File: config.mk
export PLATFORM = sky130hd
export DESIGN_NAME = stream_transposer
export DESIGN_NICKNAME = d
export VERILOG_FILES = /design/src/rtl/tmx_pkg.sv /design/src/rtl/tmx_delay.sv /design/src/rtl/tmx_addr_gen.sv /design/src/rtl/tmx_store.sv /design/src/rtl/stream_transposer.sv
export SDC_FILE = /design/constraint.sdc
export NUM_CORES = 1
export LEC_CHECK = 0
export BUFFER_PORTS_ARGS = -buffer_cell sky130_fd_sc_hd__buf_4
export CAP_MARGIN = 25
export CORE_AREA = 2 2 429 261
export CTS_BUF_LIST = sky130_fd_sc_hd__clkbuf_8
export DETAILED_ROUTE_END_ITERATION = 7
export DIE_AREA = 0 0 431 263
export PLACE_DENSITY = 0.54
export SLEW_MARGIN = 20
export SYNTH_ARGS = -nofsm -noshare
export SYNTH_HDL_FRONTEND = slang
export SYNTH_HIERARCHICAL = 1
export SYNTH_SLANG_ARGS = --single-unit
File: constraint.sdc
create_clock -name clk -period 5.2 [get_ports clk]
set_clock_uncertainty 0.1 [all_clocks]
set_input_delay 0.52 -clock clk [delete_from_list [all_inputs] [get_ports clk]]
set_output_delay 0.52 -clock clk [all_outputs]
set_load 0.01 [all_outputs]
File: src/rtl/tmx_pkg.sv
package tmx_pkg;

  // Integer power used for parameter legality checks and tree sizing.
  function automatic int ipow(input int base, input int ex);
    int r;
    r = 1;
    for (int i = 0; i < ex; i++) r = r * base;
    return r;
  endfunction

  function automatic bit is_pow2(input int v);
    return (v > 0) && ((v & (v - 1)) == 0);
  endfunction

  // Read address used at schedule step e: the bank not being written,
  // offset by the transposed position inside the matrix.
  function automatic int rd_index(input int e, input int rows, input int cols);
    int n, bank, k;
    n    = rows * cols;
    bank = e / n;
    k    = e % n;
    return (1 - bank) * n + (k % rows) * cols + (k / rows);
  endfunction

endpackage

File: src/rtl/tmx_delay.sv
module tmx_delay #(
  parameter int WL     = 16,
  parameter int STAGES = 1
) (
  input  logic          clk,
  input  logic          rst,
  input  logic          en,
  input  logic [WL-1:0] d,
  output logic [WL-1:0] q
);

  generate
    if (STAGES == 0) begin : g_wire
      assign q = d;
    end else begin : g_chain
      logic [WL-1:0] r [STAGES];
      always_ff @(posedge clk) begin
        if (rst) begin
          for (int i = 0; i < STAGES; i++) r[i] <= '0;
        end else if (en) begin
          r[0] <= d;
          for (int i = 1; i < STAGES; i++) r[i] <= r[i-1];
        end
      end
      assign q = r[STAGES-1];
    end
  endgenerate

endmodule

File: src/rtl/tmx_addr_gen.sv
module tmx_addr_gen #(
  parameter int ROWS       = 4,
  parameter int COLS       = 8,
  parameter int MUX_RADIX  = 2,
  parameter int PIPE_DEPTH = 2,
  parameter int IN_SYNC    = 1,
  localparam int NT        = 2 * ROWS * COLS,
  localparam int AW        = $clog2(NT),
  localparam int SEL       = $clog2(MUX_RADIX)
) (
  input  logic          clk,
  input  logic          rst,
  input  logic          en,
  output logic [AW-1:0] wr_addr,
  output logic [AW-1:0] rd_addr
);

  // Count stage l holds the lead counter delayed by l enabled edges.
  logic [AW-1:0] cnt_p [PIPE_DEPTH+1];
  logic [AW-1:0] tbl   [NT];

  function automatic logic [AW-1:0] cnt_reset(input int l);
    return AW'((4 * NT - IN_SYNC - l) % NT);
  endfunction

  function automatic int digit(input logic [AW-1:0] v, input int l);
    return (int'(v) >> (l * SEL)) % MUX_RADIX;
  endfunction

  function automatic int pick(input int n, input logic [AW-1:0] v, input int l);
    int idx;
    idx = n * MUX_RADIX + digit(v, l);
    return (idx < NT) ? idx : NT - 1;
  endfunction

  function automatic bit in_range(input int n, input logic [AW-1:0] v, input int l);
    return (n * MUX_RADIX + digit(v, l)) < NT;
  endfunction

  always_ff @(posedge clk) begin
    if (rst) begin
      for (int l = 0; l <= PIPE_DEPTH; l++) cnt_p[l] <= cnt_reset(l);
    end else if (en) begin
      cnt_p[0] <= (cnt_p[0] == AW'(NT - 1)) ? '0 : cnt_p[0] + 1'b1;
      for (int l = 1; l <= PIPE_DEPTH; l++) cnt_p[l] <= cnt_p[l-1];
    end
  end

  always_comb begin
    for (int i = 0; i < NT; i++) tbl[i] = AW'(tmx_pkg::rd_index(i, ROWS, COLS));
  end

  // Each tree level narrows the candidates by one radix digit of its count stage.
  for (genvar l = 0; l < PIPE_DEPTH; l++) begin : g_lvl
    logic [AW-1:0] q [NT];
    if (l == 0) begin : g_first
      always_ff @(posedge clk) begin
        if (rst) begin
          for (int n = 0; n < NT; n++) q[n] <= '0;
        end else if (en) begin
          for (int n = 0; n < NT; n++)
            q[n] <= in_range(n, cnt_p[0], 0) ? tbl[pick(n, cnt_p[0], 0)] : '0;
        end
      end
    end else begin : g_next
      always_ff @(posedge clk) begin
        if (rst) begin
          for (int n = 0; n < NT; n++) q[n] <= '0;
        end else if (en) begin
          for (int n = 0; n < NT; n++)
            q[n] <= in_range(n, cnt_p[l], l) ? g_lvl[l-1].q[pick(n, cnt_p[l], l)] : '0;
        end
      end
    end
  end

  localparam int FSH = PIPE_DEPTH * SEL;

  logic [AW-1:0] last_idx;
  assign last_idx = cnt_p[PIPE_DEPTH] >> FSH;

  generate
    if (PIPE_DEPTH == 0) begin : g_flat
      assign rd_addr = tbl[last_idx];
    end else begin : g_tree
      assign rd_addr = g_lvl[PIPE_DEPTH-1].q[last_idx];
    end
  endgenerate

  assign wr_addr = cnt_p[PIPE_DEPTH];

endmodule

File: src/rtl/tmx_store.sv
module tmx_store #(
  parameter int WL    = 16,
  parameter int DEPTH = 64,
  localparam int AW   = $clog2(DEPTH)
) (
  input  logic          clk,
  input  logic          rst,
  input  logic          en,
  input  logic [AW-1:0] wr_addr,
  input  logic [WL-1:0] wdata,
  input  logic [AW-1:0] rd_addr,
  output logic [WL-1:0] rdata
);

  logic [WL-1:0] mem [DEPTH];

  always_ff @(posedge clk) begin
    if (en) mem[wr_addr] <= wdata;
  end

  always_ff @(posedge clk) begin
    if (rst)     rdata <= '0;
    else if (en) rdata <= mem[rd_addr];
  end

endmodule

File: src/rtl/stream_transposer.sv
module stream_transposer #(
  parameter int WL         = 16,
  parameter int ROWS       = 4,
  parameter int COLS       = 8,
  parameter int IN_SYNC    = 1,
  parameter int MUX_RADIX  = 2,
  parameter int PIPE_DEPTH = 2
) (
  input  logic          clk,
  input  logic          rst,
  input  logic          en,
  input  logic [WL-1:0] din,
  output logic [WL-1:0] dout
);

  localparam int NT = 2 * ROWS * COLS;
  localparam int AW = $clog2(NT);

  generate
    if (!((MUX_RADIX == 1 && PIPE_DEPTH == 0) ||
          (MUX_RADIX > 1 && tmx_pkg::is_pow2(MUX_RADIX) && PIPE_DEPTH >= 1 && IN_SYNC == 1)))
    begin : g_bad_cfg
      $error("stream_transposer: illegal radix/depth/input-register combination");
    end
    if (tmx_pkg::ipow(MUX_RADIX, PIPE_DEPTH) > NT) begin : g_bad_tree
      $error("stream_transposer: multiplexer tree wider than schedule period");
    end
  endgenerate

  logic [AW-1:0] wr_addr, rd_addr;
  logic [WL-1:0] wdata;

  tmx_delay #(.WL(WL), .STAGES(IN_SYNC + PIPE_DEPTH)) u_align (
    .clk(clk), .rst(rst), .en(en), .d(din), .q(wdata)
  );

  tmx_addr_gen #(
    .ROWS(ROWS), .COLS(COLS), .MUX_RADIX(MUX_RADIX),
    .PIPE_DEPTH(PIPE_DEPTH), .IN_SYNC(IN_SYNC)
  ) u_addr (
    .clk(clk), .rst(rst), .en(en), .wr_addr(wr_addr), .rd_addr(rd_addr)
  );

  tmx_store #(.WL(WL), .DEPTH(NT)) u_store (
    .clk(clk), .rst(rst), .en(en),
    .wr_addr(wr_addr), .wdata(wdata),
    .rd_addr(rd_addr), .rdata(dout)
  );

endmodule

# Word level (Yosys, flattened, before mapping)

Memory sizes are Yosys's and may differ from the RTL's. A register that Yosys moved wholly into a read port is not among the register bits.
Index checks and enable logic that the tools add are counted.

$add $sub $neg: 127
Magnitude comparators: 192
Equal/unequal tests: 1
Muxes and demuxes: 525
Bitwise logic cells: 198

Operators by type and width:

| kind                  | count |
|---|---|
| $mux W6               | 453 |
| $lt A32 B8 Y1 const B | 78 |
| $ge A32 B7 Y1 const B | 64 |
| $not A32 Y32          | 64 |
| $mux W32              | 63 |
| $add A7 B1 Y8 const A | 64 |
| $lt A8 B7 Y1 const B  | 32 |
| $add A6 B1 Y7 const A | 32 |
| $or A1 B1 Y1          | 134 |
| $lt A7 B7 Y1 const B  | 16 |
| $add A5 B1 Y6 const A | 16 |
| $mux W16              | 3 |
| $add A4 B1 Y5 const A | 8 |
| $add A3 B1 Y4 const A | 4 |
| $lt A1 B7 Y1 const B  | 2 |
| $add A2 B1 Y3 const A | 2 |
| $add A6 B1 Y6 const B | 1 |
| $eq A6 B6 Y1 const B  | 1 |
| $mux W1               | 6 |

Flip-flop bits (word level): 0
Bits in writable memories: 1,858
ROM bits: 24,576
Input port bits: 19
Logic and storage cells: 1,112
Memories: 69

Memories:

| memory           | depth | width | read ports | clocked after memory_dff | write ports | line               | text |
|---|---|---|---|---|---|---|---|
| u_store.mem      | 64    | 16    | 1          | 1                        | 1           | tmx_store.sv:15    | `logic [WL-1:0] mem [DEPTH];` |
| (name not given) | 64    | 6     | 1          | 0                        | 0           | tmx_addr_gen.sv:62 | `q[n] <= in_range(n, cnt_p[0], 0) ? tbl[pick(n, cnt_p[0], 0)] : '0;` |
| (name not given) | 64    | 6     | 1          | 0                        | 0           | tmx_addr_gen.sv:62 |  |
| (name not given) | 64    | 6     | 1          | 0                        | 0           | tmx_addr_gen.sv:62 |  |
| (name not given) | 64    | 6     | 1          | 0                        | 0           | tmx_addr_gen.sv:62 |  |
| (name not given) | 64    | 6     | 1          | 0                        | 0           | tmx_addr_gen.sv:62 |  |
| 63 more memories | n/a   | n/a   | n/a        | n/a                      | n/a         | n/a                |  |

# Depth between registers and ports, before layout

Gate-level depths: netlist of run 1.
An unclocked memory read counts as a cell.

Depth after elaboration: 10
Depth in mapped cells: 10
Mapped depth without buffers: 8

# Cells and area by module

The synthesis of run 1 kept the hierarchy.

By module, submodules not included:

| module       | times used | cells an instance | area an instance (sq um) | sequential area each (sq um) |
|---|---|---|---|---|
| tmx_store    | 1          | 2,040             | 40,161.0                 | 31,069.8 |
| tmx_delay    | 1          | 123               | 2,049.5                  | 1,441.4 |
| tmx_addr_gen | 1          | 83                | 1,141.1                  | 750.7 |

# Worst setup path before layout of run 1

Ideal clock, no wire load.

Path type: input to register
Start: in en
End: mem u_store.mem[40][0], enable pin
Setup time: 0.409 ns
Data arrival time: 2.321 ns
Required time: 4.691 ns
Setup slack: 2.370 ns
Stages: 4
Path buffers: 1
Cells stage by stage: clkbuf_1 nor2b_1 nand2_1 nor3_1

Cells in the longest elaborated chain, start to end: 2

RTL lines:

| item                          | line                    | text |
|---|---|---|
| start: declaration            | stream_transposer.sv:11 | `input logic en,` |
| $mux W1                       | tmx_store.sv:18         | `if (en) mem[wr_addr] <= wdata;` |
| $mux W1 (implied by the code) | tmx_store.sv:18         |  |
| end: declaration              | tmx_store.sv:15         |  |

No other way between the ends.

==> metrics.md, run 1 <==
| Metric | Value |
|---|---|
| Post-Layout Inst Area | `48500 sq um` |
| Synth Area in Simple Gates | `0.0459` |
| I/O Pins | `35` |
| Critical Path AT | `5.09 ns` |
| Max cap viols | `0` |
| Syn avg cell area | `approximately 19 sq um` |
| Post-synthesis compound-gate area fraction | `0.0496` |
| Crit-path max cell delay | `between 0.8 and 0.9 ns` |
| Slew Limit Fails | `0` |
| Slew HR | `0.260` |
| First-pass GRT wire length | `162000 um` |
| GRT overflow | `0` |
| Cell Rows | `94` |
| Share of post-route cells with drive strength above 1 | `0.277` |
| Syn_nets | `2266` |
| Inst Count DP | `3668` |
| Final WL | `between 100000 and 150000 um` |
| Final GP Congestion | `0.865` |
| Clock slew at reported path FFs | `0.07 ns` |
| Crit path launch type | `register` |
| DRT iter0 DRCs | `between 2000 and 3000` |
| Clock sinks | `1113` |
| Via count | `22348` |
| Routed vias/inst | `5.64` |
| Area grow syn2layout | `12.0%` |
| Setup TNS | `0 ns` |
| Synth Area in Adders | `0.000289` |
| LEAKAGE | `~16 nW` |
| Class of the worst hold path | `in -> reg` |
| I/O Buffers | `34` |
| GRT Total Usage | `0.199` |
| Antenna viol nets, final | `0` |
| Status | `finished, final reports clean` |
| Cell family with most CP delay | `simple AND/OR/NAND/NOR gates` |
| Multiplexer share of the synthesized area | `0.117` |
| Largest family of logic cells by synthesized area | `multiplexers` |
| Nets@finish | `about 2400` |
| Syn Std Cell Area | `43400 sq um` |
| Mapped Cells | `2246` |
| Layout Cells excl Fill | `3961` |
| H-Tree Depth | `4` |
| RSZ-0062 raised after global routing | `false` |
| Largest net degree at the start of global routing | `a little under 100` |
| Final period util | `0.866` |
| Setup Viol. Count Final | `0` |
| CTS tree | `yes` |
| Post-CTS Resized | `0` |
| Syn. warnings | `6` |
| Crit path kind | `reg -> reg` |
| Slowest-stage cell, CP | `nor3_1` |
| Synth Area in XOR/XNOR | `0.000606` |
| Synth Register Bits | `between 1000 and 1500` |
| DRC | `0` |
| Initial cell density of the core | `0.398` |
| Cts bufs inserted | `155` |
| Total power | `around 0.017 W` |
| Clk buf depth | `3` |
| VDD IR max | `0.000252 V` |
| Final hold violation count | `0` |
| Number of fill cells | `9240` |
| PD cells | `between 300 and 400 nW/um^2` |
| Initial antenna violation count | `4` |
| Root Driver | `clkbuf_8` |
| Commonest non-fill, non-tap cell in the layout | `edfxtp_1` |
| F_max | `0.222 GHz` |
| Area post-placement | `approximately 46000 sq um` |
| WP data required | `~5.8 ns` |
| Core box area | `109000 sq um` |
| Setup crit end kind | `register` |
| Number of global-route vias before repair | `roughly 22000` |
| Yosys cell types | `44` |
| Die area | `113000 sq um` |
| Reg-to-reg slack, setup | `0.70 ns` |
| DR WL/cell | `~29 um` |
| CP Max Fanout | `97` |
| Die Height | `263 um` |
| Clock latency on the worst-skew pair | `0.83 ns` |
| Die X | `431 um` |
| Worst slew pin tran | `1.10 ns` |
| Crit path cell chain | `and2_4 -> buf_12 -> buf_4 -> mux2_2 -> o22ai_1 -> o31ai_1 -> nor3_1 -> o221ai_1` |
| Most frequent cells in the layout | `1097 x edfxtp_1, 192 x mux2_2, 171 x clkbuf_8, 133 x buf_4, 128 x mux4_2` |
| DR pass1 iterations | `6` |
| Crit path buf inv count | `2` |
| Tmin final | `4.50 ns` |
| Fin util | `0.445` |
| HPWL after DPL | `67200 um` |
| Sequential share of the synthesized area | `0.767` |
-- flip-flops by register name, indices dropped and copies added, names as in the netlist --
register	count
u_addr/cnt_p	17
u_addr/g_lvl.q	8
u_align/g_chain.r	48
u_store/mem	1024
u_store/rdata	16
-- per-stage QoR --
stage	hold WS (ns)	worst slack, ns
4_1_cts	0.238	0.764
6_report	0.336	0.698
2_1_floorplan	0.377	2.37
3_3_place_gp	0.400	0.759
3_5_place_dp	0.398	0.760
5_1_grt	0.308	0.558
-- per-layer routing --
metal	track usage	vias up	part of all wire
met5	0	-	0
met4	0.0510	0	0.015
met3	0.0431	122	0.083
met2	0.272	955	0.42
met1	0.319	11823	0.48
li1	-	9448	-
-- synthesized netlist by cell type, drive strengths merged --
library cell | n | area [sq um]
o211ai | 1 | 7.51
nor3b | 1 | 7.51
o21ai | 68 | 340
o221ai | 16 | 140
o311ai | 1 | 8.76
or2 | 3 | 18.8
nor2b | 70 | 445
or3 | 1 | 6.26
clkbuf | 65 | 244
buf | 95 | 613
nand3 | 7 | 40.0
ha | 1 | 12.5
mux4 | 128 | 2880
mux2 | 193 | 2170
and3b | 50 | 438
nor3 | 69 | 350
a21oi | 1 | 5.00
nand2b | 15 | 93.8
a22oi | 32 | 240
edfxtp | 1097 | 32900
nand2 | 20 | 77.6
xnor2 | 1 | 8.76
o22ai | 64 | 400
a31oi | 1 | 6.26
nand3b | 2 | 15.0
and2 | 9 | 56.3
a22o | 32 | 280
nor2 | 66 | 248
o31ai | 32 | 240
and3 | 4 | 25.0
or3b | 19 | 166
dfxtp | 16 | 320
a211oi | 64 | 480
xor2 | 2 | 17.5
-- cell families after synthesis --
| logic type | Yosys count |
|---|---|
| flip-flops | 1113 |
| buffers and inverters | 160 |
| AND/OR/NAND/NOR | 336 |
| XOR/XNOR | 3 |
| AO/OA/AOI/OAI | 312 |
| adder cells (fa/ha/maj) | 1 |
| multiplexers | 321 |
-- power breakdown --
group | internal [W] | switching [W]
Sequential | 0.00995 | 0.0000516
Combinational | 0.000368 | 0.000741
Clock | 0.00305 | 0.00328
Total | 0.0134 | 0.00407
-- what timing repair did --
item | in CTS | in global routing
hold endpoints to repair | 16 | 0
setup buffers | 0 | 0
hold buffers | 16 | 0
-- final timing paths --
check,depth (start not counted),from,end
setup / recovery,8,u_addr/cnt_p[0][16],u_store/rdata[3]
setup reg to reg,8,u_addr/cnt_p[0][16],u_store/rdata[3]
hold reg to reg,1,u_addr/cnt_p[0][11],u_addr/cnt_p[0][17]
hold / removal,2,rst,u_align/g_chain.r[0][21]
-- worst register-to-register path: stages (launching register included) --
cell      delay (ns)
edfxtp_1        0.59
and2_4          0.76
buf_12          0.41
buf_4           0.59
mux2_2          0.35
o22ai_1         0.32
o31ai_1         0.16
nor3_1          0.89
o221ai_1        0.19
-- layout make-up --
class                      count  area (sq um)  share of cell area
multi-input combinational    973          9320               0.192
timing repair buffer         161          1350              0.0279
clock buffer                 171          2350              0.0485
sequential                  1113         33300               0.685
clock inverter               101           447             0.00920
antenna                        2          5.00            0.000103
tap                         1440          1800              0.0371
Power figures use the tool's default switching activity.
==> run 2, diff against run 1 <==
--- a/config.mk
+++ b/config.mk
@@ -7,10 +7,10 @@
 export LEC_CHECK = 0
 export BUFFER_PORTS_ARGS = -buffer_cell sky130_fd_sc_hd__buf_4
 export CAP_MARGIN = 25
-export CORE_AREA = 2 2 429 261
+export CORE_AREA = 2 2 298 374
 export CTS_BUF_LIST = sky130_fd_sc_hd__clkbuf_8
 export DETAILED_ROUTE_END_ITERATION = 7
-export DIE_AREA = 0 0 431 263
+export DIE_AREA = 0 0 300 376
 export PLACE_DENSITY = 0.54
 export SLEW_MARGIN = 20
 export SYNTH_ARGS = -nofsm -noshare
==> constraint.sdc (replaced) <==
create_clock -name clk -period 5 [get_ports clk]
set_clock_uncertainty 0.1 [all_clocks]
set_input_delay 0.5 -clock clk [delete_from_list [all_inputs] [get_ports clk]]
set_output_delay 0.5 -clock clk [all_outputs]
set_load 0.01 [all_outputs]
==> run 2 against run 1 <==
Compared with the run above: via count down 1.1%; cell count increased by 1.2%; count of clock-buffer cells in the layout down 3; worst hold slack worse by 0.18 ns; wire length rose by 0.13%; combinational power is essentially flat; critical path depth grew 1; cell area is 0.53% higher; sequential power grew 4%; first-iteration DRC count is 34% lower; register-to-register slack about the same; critical endpoint is now u_store/rdata[15]; largest cell class unchanged.
==> metrics.md, run 2 (synthesized netlist as in run 1, its figures left out) <==
| Metric | Value |
|---|---|
| Status | `finished, final reports clean` |
| Setup bufs post-CTS | `0 (unchanged)` |
| CTS tree | `yes` |
| Core box area | `109000 sq um (+0.20%)` |
| Int Pwr | `0.0141 W (+5.3%)` |
| Cts bufs inserted | `163 (+5.2%)` |
| VDD IR max | `0.000247 V (-2.2%)` |
| Die X | `300 um (-30%)` |
| Area grow syn2layout | `12.6%` |
| DRT iter0 DRCs | `1936 (-34%)` |
| Worst slew pin tran | `1.06 ns (-0.0417 ns)` |
| Routing usage on met2 | `0.341 (+0.0685)` |
| Hold path depth | `2 (unchanged)` |
| Die area | `113000 sq um (-0.49%)` |
| Crit Reg-Reg Endpoint | `u_store/rdata[15]` |
| Setup TNS | `0 ns (unchanged)` |
| Sw Pwr | `0.00426 W (+4.5%)` |
| LEAKAGE | `15.7 nW (+1.0%)` |
| DRC | `0 (unchanged)` |
| Setup Viol. Count Final | `0 (unchanged)` |
| Most frequent cells in the layout | `1097 x edfxtp_1, 192 x mux2_2, 168 x clkbuf_8, 147 x buf_4, 128 x mux4_2` |
| R2R depth | `9 (+1)` |
| H-Tree Depth | `4 (unchanged)` |
| Share of post-route cells with drive strength above 1 | `0.285 (+0.00733)` |
| Largest net degree at the start of global routing | `93 (-6.1%)` |
| DR WL/cell | `28.4 um (-1.0%)` |
| Net Sw Frac | `0.232 (-0.00123)` |
| Fin util | `0.447 (+0.00146)` |
| Crit path launch type | `register` |
| RSZ-0062 raised after global routing | `false` |
| Antenna viol nets, final | `0 (unchanged)` |
| GRT Max-Usage Layer | `met2` |
| Initial cell density of the core | `0.397 (-0.000792)` |
| Routed vias/inst | `5.52 (-2.2%)` |
| Crit path kind | `reg -> reg` |
| Max cap viols | `0 (unchanged)` |
| Flop pwr share | `0.568 (-0.006)` |
| Tmin final | `4.30 ns (-0.202 ns)` |
| Hold endpoint | `u_align/g_chain.r[0][44]` |
| Reg-to-reg slack, setup | `0.70 ns (about the same)` |
| FF-to-FF Start | `u_addr/cnt_p[0][15]` |
| Final hold violation count | `0 (unchanged)` |
| Commonest non-fill, non-tap cell in the layout | `edfxtp_1` |
| Die Height | `376 um (+43%)` |
| Cell family with most CP delay | `simple AND/OR/NAND/NOR gates` |
| Slew HR | `0.294 (+0.0334)` |
| Clk pwr share | `0.370 (+0.007)` |
| M1 GR Usage | `0.268 (-0.0514)` |
| Final WL | `114000 um (+0.13%)` |
| DR pass1 iterations | `7 (+1)` |
| I/O Pins | `35 (unchanged)` |
| Inst Count DP | `3690 (+0.60%)` |
| Clock slew at reported path FFs | `0.06 ns (about the same)` |
| Initial antenna violation count | `9 (+5)` |
| WP depth | `9 (+1)` |
| Clock sinks | `1113 (unchanged)` |
| Via count | `22108 (-1.1%)` |
| Final GP Congestion | `0.821 (-5.2%)` |
| Root Driver | `clkbuf_8` |
| Slew Limit Fails | `0 (unchanged)` |
| WP data required | `5.58 ns (-0.20 ns)` |
| PD cells | `376 nW/um^2 (+4.5%)` |
| Crit path buf inv count | `1 (-1)` |
| Cell Rows | `136 (+45%)` |
| First-pass GRT wire length | `163000 um (+1.1%)` |
| GRT overflow | `0 (unchanged)` |
| Hold Crit Start | `en` |
| Layout Cells excl Fill | `4007 (+1.2%)` |
| CP Max Fanout | `21 (-78%)` |
| Total power | `0.0183 W (+5.1%)` |
| Clk buf depth | `3 (unchanged)` |
| Regs by FF count | `u_store/mem: 1024 flops, u_align/g_chain.r: 48 flops, u_addr/cnt_p: 17 flops` |
| Crit path cell chain | `nor3_2 -> nand2_1 -> a31oi_1 -> and3b_1 -> buf_4 -> a22oi_1 -> o31ai_1 -> nor3_1 -> o221ai_1` |
| Final period util | `0.860 (-0.00573)` |
| Clock latency on the worst-skew pair | `0.87 ns (+0.04 ns)` |
| Comb power frac | `0.062 (-0.002)` |
| Setup crit end kind | `register` |
| Register with the most flip-flops | `u_store/mem` |
| Crit-path max cell delay | `0.76 ns (-0.13 ns)` |
| Critical Path AT | `4.88 ns (-0.21 ns)` |
| Class of the worst hold path | `in -> reg` |
| Number of global-route vias before repair | `22471 (+2.7%)` |
| Nets@finish | `2445 (+0.87%)` |
| F_max | `0.233 GHz (+4.7%)` |
| Max reg flops | `1024 (unchanged)` |
| Slowest-stage cell, CP | `nor3_1` |
| HPWL after DPL | `68100 um (+1.3%)` |
| I/O Buffers | `34 (unchanged)` |
| Grt met3 use | `0.0397 (-0.00342)` |
| GRT Total Usage | `0.204 (+0.00423)` |
[run 2: changes by cell type in the layout (fill, tap and decap cells not counted), sizes merged]
cell / before / now
buf: 144 / 158
bufinv: 1 / 4
clkbuf: 172 / 168
clkinv: 40 / 63
inv: 52 / 53
[run 2: worst max-delay path by stage]
stage | startpoint | to | slack [ns]
floorplan | en | u_store/mem[40][0] | 2.19
global placement | u_addr/cnt_p[0][15] | u_store/rdata[15] | 0.90
detailed placement | u_addr/cnt_p[0][15] | u_store/rdata[15] | 0.81
CTS | u_addr/cnt_p[0][15] | u_store/rdata[15] | 0.79
global route | u_addr/cnt_p[0][15] | u_store/rdata[15] | 0.75
finish | u_addr/cnt_p[0][15] | u_store/rdata[15] | 0.70
[run 2: power groups by stage]
stage	clock [W]	sequential (W)	combinational, W
3_5_place_dp	0	0.0106	0.00112
3_3_place_gp	0	0.0106	0.00111
6_report	0.00678	0.0104	0.00113
4_1_cts	0.00699	0.0104	0.00114
5_1_grt	0.00734	0.0104	0.00120
2_1_floorplan	0	0.0106	0.000673
[run 2: what timing repair did]
item | 4_1_cts | 5_1_grt
hold buffers | 16 | 0
resized for setup | 0 | 0
endpoints found under the hold margin | 16 | 0
setup endpoints to repair | 0 | 0
[run 2: cell type report]
| type | count | area [sq um] |
|---|---|---|
| fillers | 9519 | 60400 |
| clock buffers | 168 | 2310 |
| repair buffers | 174 | 1440 |
| clock inverters | 128 | 666 |
| multi-input cells | 973 | 9300 |
| flip-flops and latches | 1113 | 33300 |
| diodes | 2 | 5.00 |
| well taps | 1449 | 1810 |
[run 2: per-stage QoR]
stage,worst slack (ns),area (sq um),hold slack (ns)
global placement,0.900,45600,0.403
global route,0.750,48800,0.107
CTS,0.793,48800,0.0753
finish,0.699,48800,0.161
detailed placement,0.815,45600,0.410
floorplan,2.19,43400,0.377
[run 2: layer usage]
layer | vias to the layer above | share of wire | wire length [um]
li1 | 9520 | - | -
met1 | 11694 | 0.41 | 46800
met3 | 143 | 0.059 | 6710
met5 | - | 0 | 0
met4 | 0 | 0.028 | 3150
met2 | 751 | 0.50 | 57400
